File: config.mk
export PLATFORM = sky130hd
export DESIGN_NAME = sreg_dispatch
export DESIGN_NICKNAME = d
export VERILOG_FILES = /design/src/rtl/sreg_pkg.sv /design/src/rtl/sreg_src_resolve.sv /design/src/rtl/sreg_slot_arb.sv /design/src/rtl/sreg_wrap_ctr.sv /design/src/rtl/sreg_dispatch.sv
export SDC_FILE = /design/constraint.sdc
export NUM_CORES = 1
export LEC_CHECK = 0
export BUFFER_PORTS_ARGS = -buffer_cell sky130_fd_sc_hd__buf_2
export CORE_AREA = 2 2 71 73
export DETAILED_ROUTE_END_ITERATION = 16
export DIE_AREA = 0 0 73 75
export MAX_ROUTING_LAYER = met4
export PLACE_DENSITY = 0.93
export SLEW_MARGIN = 40
export SYNTH_ARGS = -nofsm -noshare
export SYNTH_HDL_FRONTEND = slang
export SYNTH_SLANG_ARGS = --single-unit
export TNS_END_PERCENT = 1
File: constraint.sdc
create_clock -name clk_i -period 10.25 [get_ports clk_i]
set_input_delay 2.05 -clock clk_i [delete_from_list [all_inputs] [get_ports clk_i]]
set_output_delay 2.05 -clock clk_i [all_outputs]
set_load 0.005 [all_outputs]
File: src/rtl/sreg_pkg.sv
package sreg_pkg;
  localparam int NCLS    = 3;
  localparam int CLS_CR  = 0;
  localparam int CLS_LR  = 1;
  localparam int CLS_CTR = 2;
  localparam int SPR_LR_NUM  = 8;
  localparam int SPR_CTR_NUM = 9;

  typedef enum logic [1:0] {
    SRC_NONE = 2'd0,
    SRC_ARCH = 2'd1,
    SRC_RBUF = 2'd2,
    SRC_WAIT = 2'd3
  } src_mode_e;

  typedef enum logic [1:0] {
    K_OTHER  = 2'd0,
    K_BRANCH = 2'd1,
    K_MTSPR  = 2'd2
  } slot_kind_e;
endpackage

File: src/rtl/sreg_src_resolve.sv
module sreg_src_resolve
  import sreg_pkg::*;
#(
  parameter int TAG_W = 3
) (
  input  logic             use_i,
  input  logic             live_i,
  input  logic             done_i,
  input  logic [TAG_W-1:0] tag_i,
  output src_mode_e        mode_o,
  output logic [TAG_W-1:0] tag_o
);
  always_comb begin
    mode_o = SRC_NONE;
    tag_o  = '0;
    if (use_i) begin
      if (!live_i) begin
        mode_o = SRC_ARCH;
      end else begin
        tag_o  = tag_i;
        mode_o = done_i ? SRC_RBUF : SRC_WAIT;
      end
    end
  end
endmodule

File: src/rtl/sreg_slot_arb.sv
module sreg_slot_arb
  import sreg_pkg::*;
#(
  parameter int DISP_W   = 2,
  parameter int RD_PORTS = 1,
  parameter int CNT_W    = 2,
  parameter int PIDX_W   = 1
) (
  input  logic [DISP_W-1:0]                        vld_i,
  input  logic [DISP_W-1:0]                        br_i,
  input  logic [DISP_W-1:0]                        taken_i,
  input  logic [DISP_W-1:0][NCLS-1:0]              need_i,
  input  logic [DISP_W-1:0]                        want_lr_i,
  input  logic [DISP_W-1:0]                        want_ctr_i,
  input  logic [CNT_W-1:0]                         free_lr_i,
  input  logic [CNT_W-1:0]                         free_ctr_i,
  output logic [DISP_W-1:0]                        disp_o,
  output logic [DISP_W-1:0][NCLS-1:0][PIDX_W-1:0]  port_o,
  output logic [DISP_W-1:0][CNT_W-1:0]             lr_ofs_o,
  output logic [DISP_W-1:0][CNT_W-1:0]             ctr_ofs_o,
  output logic [DISP_W-1:0][CNT_W-1:0]             br_ofs_o,
  output logic [CNT_W-1:0]                         n_taken_o,
  output logic [CNT_W-1:0]                         n_other_o,
  output logic [CNT_W-1:0]                         n_lr_o,
  output logic [CNT_W-1:0]                         n_ctr_o,
  output logic [CNT_W-1:0]                         n_br_o
);
  int   pcnt [NCLS];
  int   lr_n, ctr_n, br_n, tk_n, ot_n;
  logic go, fit;

  // Running prefix over slots; once a valid slot misfits, all later slots hold.
  always_comb begin
    for (int c = 0; c < NCLS; c++) pcnt[c] = 0;
    lr_n = 0; ctr_n = 0; br_n = 0; tk_n = 0; ot_n = 0;
    go = 1'b1;
    fit = 1'b1;
    disp_o = '0; port_o = '0; lr_ofs_o = '0; ctr_ofs_o = '0; br_ofs_o = '0;
    for (int k = 0; k < DISP_W; k++) begin
      fit = 1'b1;
      for (int c = 0; c < NCLS; c++) begin
        if (need_i[k][c] && pcnt[c] >= RD_PORTS) fit = 1'b0;
        if (need_i[k][c] && pcnt[c] < RD_PORTS) port_o[k][c] = PIDX_W'(pcnt[c]);
      end
      if (want_lr_i[k]  && lr_n  >= int'(free_lr_i))  fit = 1'b0;
      if (want_ctr_i[k] && ctr_n >= int'(free_ctr_i)) fit = 1'b0;
      lr_ofs_o[k]  = CNT_W'(lr_n);
      ctr_ofs_o[k] = CNT_W'(ctr_n);
      br_ofs_o[k]  = CNT_W'(br_n);
      disp_o[k] = go && vld_i[k] && fit;
      if (disp_o[k]) begin
        for (int c = 0; c < NCLS; c++) if (need_i[k][c]) pcnt[c]++;
        if (want_lr_i[k])  lr_n++;
        if (want_ctr_i[k]) ctr_n++;
        if (br_i[k]) br_n++;
        if (br_i[k] && taken_i[k]) tk_n++;
        else ot_n++;
      end
      if (vld_i[k] && !fit) go = 1'b0;
    end
    n_taken_o = CNT_W'(tk_n);
    n_other_o = CNT_W'(ot_n);
    n_lr_o    = CNT_W'(lr_n);
    n_ctr_o   = CNT_W'(ctr_n);
    n_br_o    = CNT_W'(br_n);
  end
endmodule

File: src/rtl/sreg_wrap_ctr.sv
module sreg_wrap_ctr #(
  parameter int W     = 3,
  parameter int ADV_W = 2
) (
  input  logic             clk_i,
  input  logic             rst_ni,
  input  logic [ADV_W-1:0] adv_i,
  output logic [W-1:0]     val_o
);
  logic [W-1:0] val_q;

  always_ff @(posedge clk_i or negedge rst_ni) begin
    if (!rst_ni) val_q <= '0;
    else         val_q <= val_q + W'(adv_i);
  end

  assign val_o = val_q;
endmodule

File: src/rtl/sreg_dispatch.sv
module sreg_dispatch
  import sreg_pkg::*;
#(
  parameter int DISP_W   = 2,
  parameter int RD_PORTS = 1,
  parameter int TAG_W    = 3,
  parameter int ROB_W    = 5,
  parameter int BCNT_W   = 4,
  parameter int SPR_W    = 10,
  localparam int CNT_W   = $clog2(DISP_W + 1),
  localparam int PIDX_W  = (RD_PORTS > 1) ? $clog2(RD_PORTS) : 1
) (
  input  logic                                     clk_i,
  input  logic                                     rst_ni,
  input  logic [DISP_W-1:0]                        slot_vld_i,
  input  logic [DISP_W-1:0][1:0]                   slot_kind_i,
  input  logic [DISP_W-1:0]                        slot_taken_i,
  input  logic [DISP_W-1:0][NCLS-1:0]              src_use_i,
  input  logic [DISP_W-1:0]                        wr_lr_i,
  input  logic [DISP_W-1:0]                        wr_ctr_i,
  input  logic [DISP_W-1:0][SPR_W-1:0]             spr_num_i,
  input  logic [DISP_W-1:0]                        rob_vld_i,
  input  logic [DISP_W-1:0][ROB_W-1:0]             rob_idx_i,
  input  logic [DISP_W-1:0][NCLS-1:0]              map_live_i,
  input  logic [DISP_W-1:0][NCLS-1:0][TAG_W-1:0]   map_tag_i,
  input  logic [DISP_W-1:0][NCLS-1:0]              map_done_i,
  input  logic [CNT_W-1:0]                         free_lr_i,
  input  logic [CNT_W-1:0]                         free_ctr_i,
  output logic [DISP_W-1:0]                        disp_o,
  output logic [DISP_W-1:0][NCLS-1:0][1:0]         src_mode_o,
  output logic [DISP_W-1:0][NCLS-1:0][TAG_W-1:0]   src_tag_o,
  output logic [DISP_W-1:0][NCLS-1:0][PIDX_W-1:0]  src_port_o,
  output logic [DISP_W-1:0][NCLS-1:0]              arch_rd_o,
  output logic [NCLS-1:0][RD_PORTS-1:0]            rd_vld_o,
  output logic [NCLS-1:0][RD_PORTS-1:0][TAG_W-1:0] rd_tag_o,
  output logic [DISP_W-1:0]                        dst_lr_vld_o,
  output logic [DISP_W-1:0][TAG_W-1:0]             dst_lr_tag_o,
  output logic [DISP_W-1:0]                        dst_ctr_vld_o,
  output logic [DISP_W-1:0][TAG_W-1:0]             dst_ctr_tag_o,
  output logic [DISP_W-1:0]                        itag_vld_o,
  output logic [DISP_W-1:0][ROB_W-1:0]             itag_o,
  output logic [DISP_W-1:0][BCNT_W-1:0]            bcnt_o,
  output logic [CNT_W-1:0]                         n_taken_o,
  output logic [CNT_W-1:0]                         n_other_o,
  output logic [CNT_W-1:0]                         alloc_lr_o,
  output logic [CNT_W-1:0]                         alloc_ctr_o
);
  logic [DISP_W-1:0]                       is_br, is_mt, want_lr, want_ctr;
  logic [DISP_W-1:0][NCLS-1:0]             use_eff, need;
  src_mode_e                               mode_w [DISP_W][NCLS];
  logic [DISP_W-1:0][NCLS-1:0][PIDX_W-1:0] port_w;
  logic [DISP_W-1:0][CNT_W-1:0]            lr_ofs, ctr_ofs, br_ofs;
  logic [CNT_W-1:0]                        n_br;
  logic [TAG_W-1:0]                        lr_head, ctr_head;
  logic [BCNT_W-1:0]                       bcnt_head;

  // Slot decode: only branches resolve special-register sources
  always_comb begin
    for (int k = 0; k < DISP_W; k++) begin
      is_br[k]    = slot_kind_i[k] == K_BRANCH;
      is_mt[k]    = slot_kind_i[k] == K_MTSPR;
      use_eff[k]  = src_use_i[k] & {NCLS{is_br[k]}};
      want_lr[k]  = (is_br[k] && wr_lr_i[k]) ||
                    (is_mt[k] && spr_num_i[k] == SPR_W'(SPR_LR_NUM));
      want_ctr[k] = (is_br[k] && wr_ctr_i[k]) ||
                    (is_mt[k] && spr_num_i[k] == SPR_W'(SPR_CTR_NUM));
    end
  end

  for (genvar k = 0; k < DISP_W; k++) begin : g_slot
    for (genvar c = 0; c < NCLS; c++) begin : g_cls
      sreg_src_resolve #(.TAG_W(TAG_W)) i_res (
        .use_i  (use_eff[k][c]),
        .live_i (map_live_i[k][c]),
        .done_i (map_done_i[k][c]),
        .tag_i  (map_tag_i[k][c]),
        .mode_o (mode_w[k][c]),
        .tag_o  (src_tag_o[k][c])
      );
      assign src_mode_o[k][c] = mode_w[k][c];
      assign need[k][c]       = mode_w[k][c] == SRC_RBUF;
      assign arch_rd_o[k][c]  = disp_o[k] && mode_w[k][c] == SRC_ARCH;
      assign src_port_o[k][c] = port_w[k][c];
    end
    assign dst_lr_vld_o[k]  = disp_o[k] && want_lr[k];
    assign dst_ctr_vld_o[k] = disp_o[k] && want_ctr[k];
    assign dst_lr_tag_o[k]  = lr_head + TAG_W'(lr_ofs[k]);
    assign dst_ctr_tag_o[k] = ctr_head + TAG_W'(ctr_ofs[k]);
    assign bcnt_o[k]        = bcnt_head + BCNT_W'(br_ofs[k]);
    assign itag_vld_o[k]    = rob_vld_i[k];
    assign itag_o[k]        = rob_vld_i[k] ? rob_idx_i[k] : '0;
  end

  sreg_slot_arb #(
    .DISP_W(DISP_W), .RD_PORTS(RD_PORTS), .CNT_W(CNT_W), .PIDX_W(PIDX_W)
  ) i_arb (
    .vld_i      (slot_vld_i),
    .br_i       (is_br),
    .taken_i    (slot_taken_i),
    .need_i     (need),
    .want_lr_i  (want_lr),
    .want_ctr_i (want_ctr),
    .free_lr_i  (free_lr_i),
    .free_ctr_i (free_ctr_i),
    .disp_o     (disp_o),
    .port_o     (port_w),
    .lr_ofs_o   (lr_ofs),
    .ctr_ofs_o  (ctr_ofs),
    .br_ofs_o   (br_ofs),
    .n_taken_o  (n_taken_o),
    .n_other_o  (n_other_o),
    .n_lr_o     (alloc_lr_o),
    .n_ctr_o    (alloc_ctr_o),
    .n_br_o     (n_br)
  );

  // Rename read ports, filled from dispatched slots
  always_comb begin
    rd_vld_o = '0;
    rd_tag_o = '0;
    for (int k = 0; k < DISP_W; k++) begin
      for (int c = 0; c < NCLS; c++) begin
        if (disp_o[k] && need[k][c] && int'(port_w[k][c]) < RD_PORTS) begin
          rd_vld_o[c][port_w[k][c]] = 1'b1;
          rd_tag_o[c][port_w[k][c]] = map_tag_i[k][c];
        end
      end
    end
  end

  sreg_wrap_ctr #(.W(TAG_W), .ADV_W(CNT_W)) i_lr_head (
    .clk_i(clk_i), .rst_ni(rst_ni), .adv_i(alloc_lr_o), .val_o(lr_head)
  );
  sreg_wrap_ctr #(.W(TAG_W), .ADV_W(CNT_W)) i_ctr_head (
    .clk_i(clk_i), .rst_ni(rst_ni), .adv_i(alloc_ctr_o), .val_o(ctr_head)
  );
  sreg_wrap_ctr #(.W(BCNT_W), .ADV_W(CNT_W)) i_bcnt (
    .clk_i(clk_i), .rst_ni(rst_ni), .adv_i(n_br), .val_o(bcnt_head)
  );

  // Checks
  for (genvar k = 0; k < DISP_W; k++) begin : g_chk
    a_r6_disp_needs_valid: assert property (@(posedge clk_i) disable iff (!rst_ni)
      disp_o[k] |-> slot_vld_i[k]);
    if (k > 0) begin : g_ord
      a_r6_in_order: assert property (@(posedge clk_i) disable iff (!rst_ni)
        disp_o[k] |-> (disp_o[k-1] || !slot_vld_i[k-1]));
    end
    for (genvar c = 0; c < NCLS; c++) begin : g_c
      a_r1_arch_unmapped: assert property (@(posedge clk_i) disable iff (!rst_ni)
        arch_rd_o[k][c] |-> !map_live_i[k][c]);
      a_r2_port_carries_tag: assert property (@(posedge clk_i) disable iff (!rst_ni)
        (disp_o[k] && src_mode_o[k][c] == 2'(SRC_RBUF)) |->
          (rd_vld_o[c][src_port_o[k][c]] &&
           rd_tag_o[c][src_port_o[k][c]] == map_tag_i[k][c]));
      a_r3_wait_no_read: assert property (@(posedge clk_i) disable iff (!rst_ni)
        (src_mode_o[k][c] == 2'(SRC_WAIT)) |-> !arch_rd_o[k][c]);
    end
  end

  a_r9_lr_bound: assert property (@(posedge clk_i) disable iff (!rst_ni)
    alloc_lr_o <= free_lr_i);
  a_r9_ctr_bound: assert property (@(posedge clk_i) disable iff (!rst_ni)
    alloc_ctr_o <= free_ctr_i);
  a_r7_lr_hold: assert property (@(posedge clk_i) disable iff (!rst_ni)
    (alloc_lr_o == '0) |=> $stable(dst_lr_tag_o[0]));
  a_r10_bcnt_hold: assert property (@(posedge clk_i) disable iff (!rst_ni)
    (n_taken_o == '0 && n_other_o == '0) |=> $stable(bcnt_o[0]));
endmodule

==> results.json <==
{
  "reg2reg_slack_ns": 8.94,
  "slowest_delay_ns": 0.63,
  "worstPathCellList": "buf_2 > nor3b_1 > o2111a_1 > nor3b_4 > a21boi_0 > inv_1 > ha_1 > nor2b_1 > nor3b_1 > o21ai_1 > nand3_1 > o32ai_1 > buf_2",
  "initial_core_util_pct": 38.3,
  "path_max_fanout": 18,
  "clock_path_buffers": 2,
  "p_per_area_nw_per_um2": 96.4,
  "drtIter0Drc": 121,
  "leakagePower_nw": 1.65,
  "fin_setup_tns_ns": 0,
  "wirelength_um": 6960,
  "drtPass1Iterations": 4,
  "crit_arrival_ns": 6.10,
  "grt_max_degree": 19,
  "grt_pass1_wl_um": 9990,
  "hpwl_um": 5990,
  "fmax_mhz": 123,
  "netlist_instances": 220,
  "grt_setup_unrepaired": "no",
  "final_layout_size_suffix_gt1_share_pct": 50.1,
  "holdPathEnd": "i_lr_head.val_o[2]$_DFF_PN0_",
  "worstHoldStart": "i_lr_head.val_o[2]$_DFF_PN0_",
  "drv_slew": 0,
  "clockRootBuffer": "clkbuf_8",
  "die_h_um": 75,
  "min_period_over_period_pct": 79.5,
  "ir_worst_vdd_uv": 75.3,
  "clkTransAtPathRegs_ns": 0.05,
  "dieArea_um2": 5480,
  "worstSetupPathType": "in2out",
  "cts_setup_buffers": 0,
  "synth-main-ff-cell": "dfrtp_1",
  "worstPathRequired_ns": 8.20,
  "synth_most_common_cell": "and2_1",
  "drv_cap": 0,
  "synthTopCellsByArea": "dfrtp_1 14%, ha_1 12%, and2_1 8.4%",
  "grt_pass1_vias": 2048,
  "cts_resized": 0,
  "outcome": "finished clean",
  "r2r-end": "i_lr_head.val_o[2]$_DFF_PN0_",
  "die_w_um": 73,
  "startpoint_type": "primary input",
  "place.port_buffers": 179,
  "slew_headroom_pct": 47.6,
  "cts_tree": "built",
  "setup_violations": 0,
  "core_um2": 4660,
  "slowest_stage": "nor3b_4",
  "synth.distinct_cells": 46,
  "layout_min_cycle_time_ns": 8.15,
  "rr_startpoint": "i_lr_head.val_o[0]$_DFF_PN0_",
  "finalHoldViolCount": 0,
  "drtAntennaViolNets": 0,
  "hp-class": "reg2reg",
  "yosysSeqAreaShare_pct": 14.0,
  "grt_use_total_pct": 24.2,
  "ctsHtreeMaxLevel": 1,
  "clk_latency_ns": 0.24,
  "synth_top_area_cell": "dfrtp_1",
  "ys_seq_elements": 10,
  "avgSynthCellArea_um2": 8.10,
  "async_flop_share_pct": 100,
  "cts.sinks": 10,
  "syn2layout_area_growth_pct": 53.5,
  "numCtsBuffers": 3,
  "skew_ns": 0.000579,
  "io_pins": 186,
  "synth_edf_count": 0,
  "rows": 25,
  "yosysTopAreaCellShare_pct": 14.0,
  "drc": 0,
  "antennaDiodeCount": 0,
  "antenna_found_initial": 0,
  "cts_hold_buffers": 0,
  "vias_per_cell": 5.28,
  "worst_pin_slew_ns": 0.784,
  "syn-cell-area_um2": 1780,
  "synth_warnings": 0,
  "synthTopCellsByCount": "24 x and2_1, 21 x nand2_1, 20 x and3_1, 17 x ha_1, 13 x nand3_1",
  "fin_nets": 501,
  "whs_ns": 0.507,
  "r2r_cells": 3,
  "gp_congestion": 0.841,
  "cp-end-kind": "output port",
  "route.vias.total": 2360,
  "overflow": 0,
  "min_path_cells": 1,
  "wl_per_cell_um": 15.6
}
## logic make-up after synthesis
logic type	after synthesis	share of synthesized area (%)
simple gates	119	41.3
compound gates	36	17.5
buf+inv	26	7.65
fa+ha+maj	20	15.3
flops	10	14.0
xor+xnor	8	3.93
other cells	1	0.210
## flip-flops by register name, indices dropped and copies added (netlist names)
| signal | cells |
|---|---|
| i_ctr_head.val_o | 3 |
| i_bcnt.val_o | 4 |
| i_lr_head.val_o | 3 |
## layout make-up
class	instances	area (um2)
fillers	423	1920
multi-input cells	189	1430
repair buffers	180	903
flip-flops and latches	10	250
well taps	54	67.6
clock buffers	3	41.3
inverters	11	41.3
## through the flow
stage	setup slack [ns]	area, um2	util (%)	std cells	power [W]
floorplan	3.28	1800	-	225	0.000142
global placement	2.15	2680	57.4	444	0.000214
detailed placement	2.10	2680	57.6	444	0.000224
CTS	2.09	2730	58.5	447	0.000266
global route	1.68	2740	58.7	447	0.000286
finish	2.10	2740	58.7	447	0.000264
## cells in the final DEF, fill, tap and decap left out, types with 2 or more instances in the layout
master / n
and2_1: 24
inv_1: 11
nor3_1: 4
o31ai_2: 5
a21oi_1: 6
a22o_1: 2
and4_1: 2
fa_1: 3
nand3b_1: 2
ha_1: 17
and3_4: 2
nor2b_1: 3
nand4_1: 2
conb_1: 6
nand2_1: 21
xor2_1: 5
and3_1: 20
nor4bb_1: 2
nor3b_1: 9
nor4_2: 3
xnor2_1: 3
nor2_1: 3
clkbuf_8: 3
o21ai_1: 2
dfrtp_1: 10
a32o_1: 5
nor4_1: 3
nand3_1: 13
a21boi_0: 2
o32ai_1: 2
buf_2: 179
o31ai_1: 4
and3b_1: 2
## worst max-delay path by stage
stage,startpoint,endpoint,slack (ns)
2_1_floorplan,spr_num_i[0],alloc_lr_o[0],3.28
3_3_place_gp,slot_kind_i[0],alloc_lr_o[0],2.15
3_5_place_dp,slot_kind_i[0],alloc_lr_o[0],2.10
4_1_cts,slot_kind_i[0],alloc_lr_o[0],2.09
5_1_grt,slot_kind_i[0],alloc_lr_o[0],1.68
6_report,spr_num_i[0],alloc_lr_o[0],2.10
## metal layers
metal	track usage (%)	part of all wire, %
met5	-	0
met4	3.29	0.56
met3	3.08	7.3
met2	39.5	50
met1	32.8	42
## power by group
| group | leakage (nW) | switching (W) | internal, W | total [W] |
|---|---|---|---|---|
| clock | 0.0216 | 0.0000159 | 0.0000258 | 0.0000417 |
| sequential | 0.119 | 0.0000229 | 0.0000601 | 0.0000830 |
| combinational | 1.51 | 0.0000659 | 0.0000733 | 0.000139 |
## worst max-delay path: cells and delay by family
| family | cells | cell delay (ns) |
|---|---|---|
| AO/OA/AOI/OAI | 4 | 1.77 |
| adder cells (fa/ha/maj) | 1 | 0.29 |
| buffers and inverters | 3 | 0.41 |
| AND/OR/NAND/NOR | 5 | 1.59 |
(Power assumes the default switching activity.)
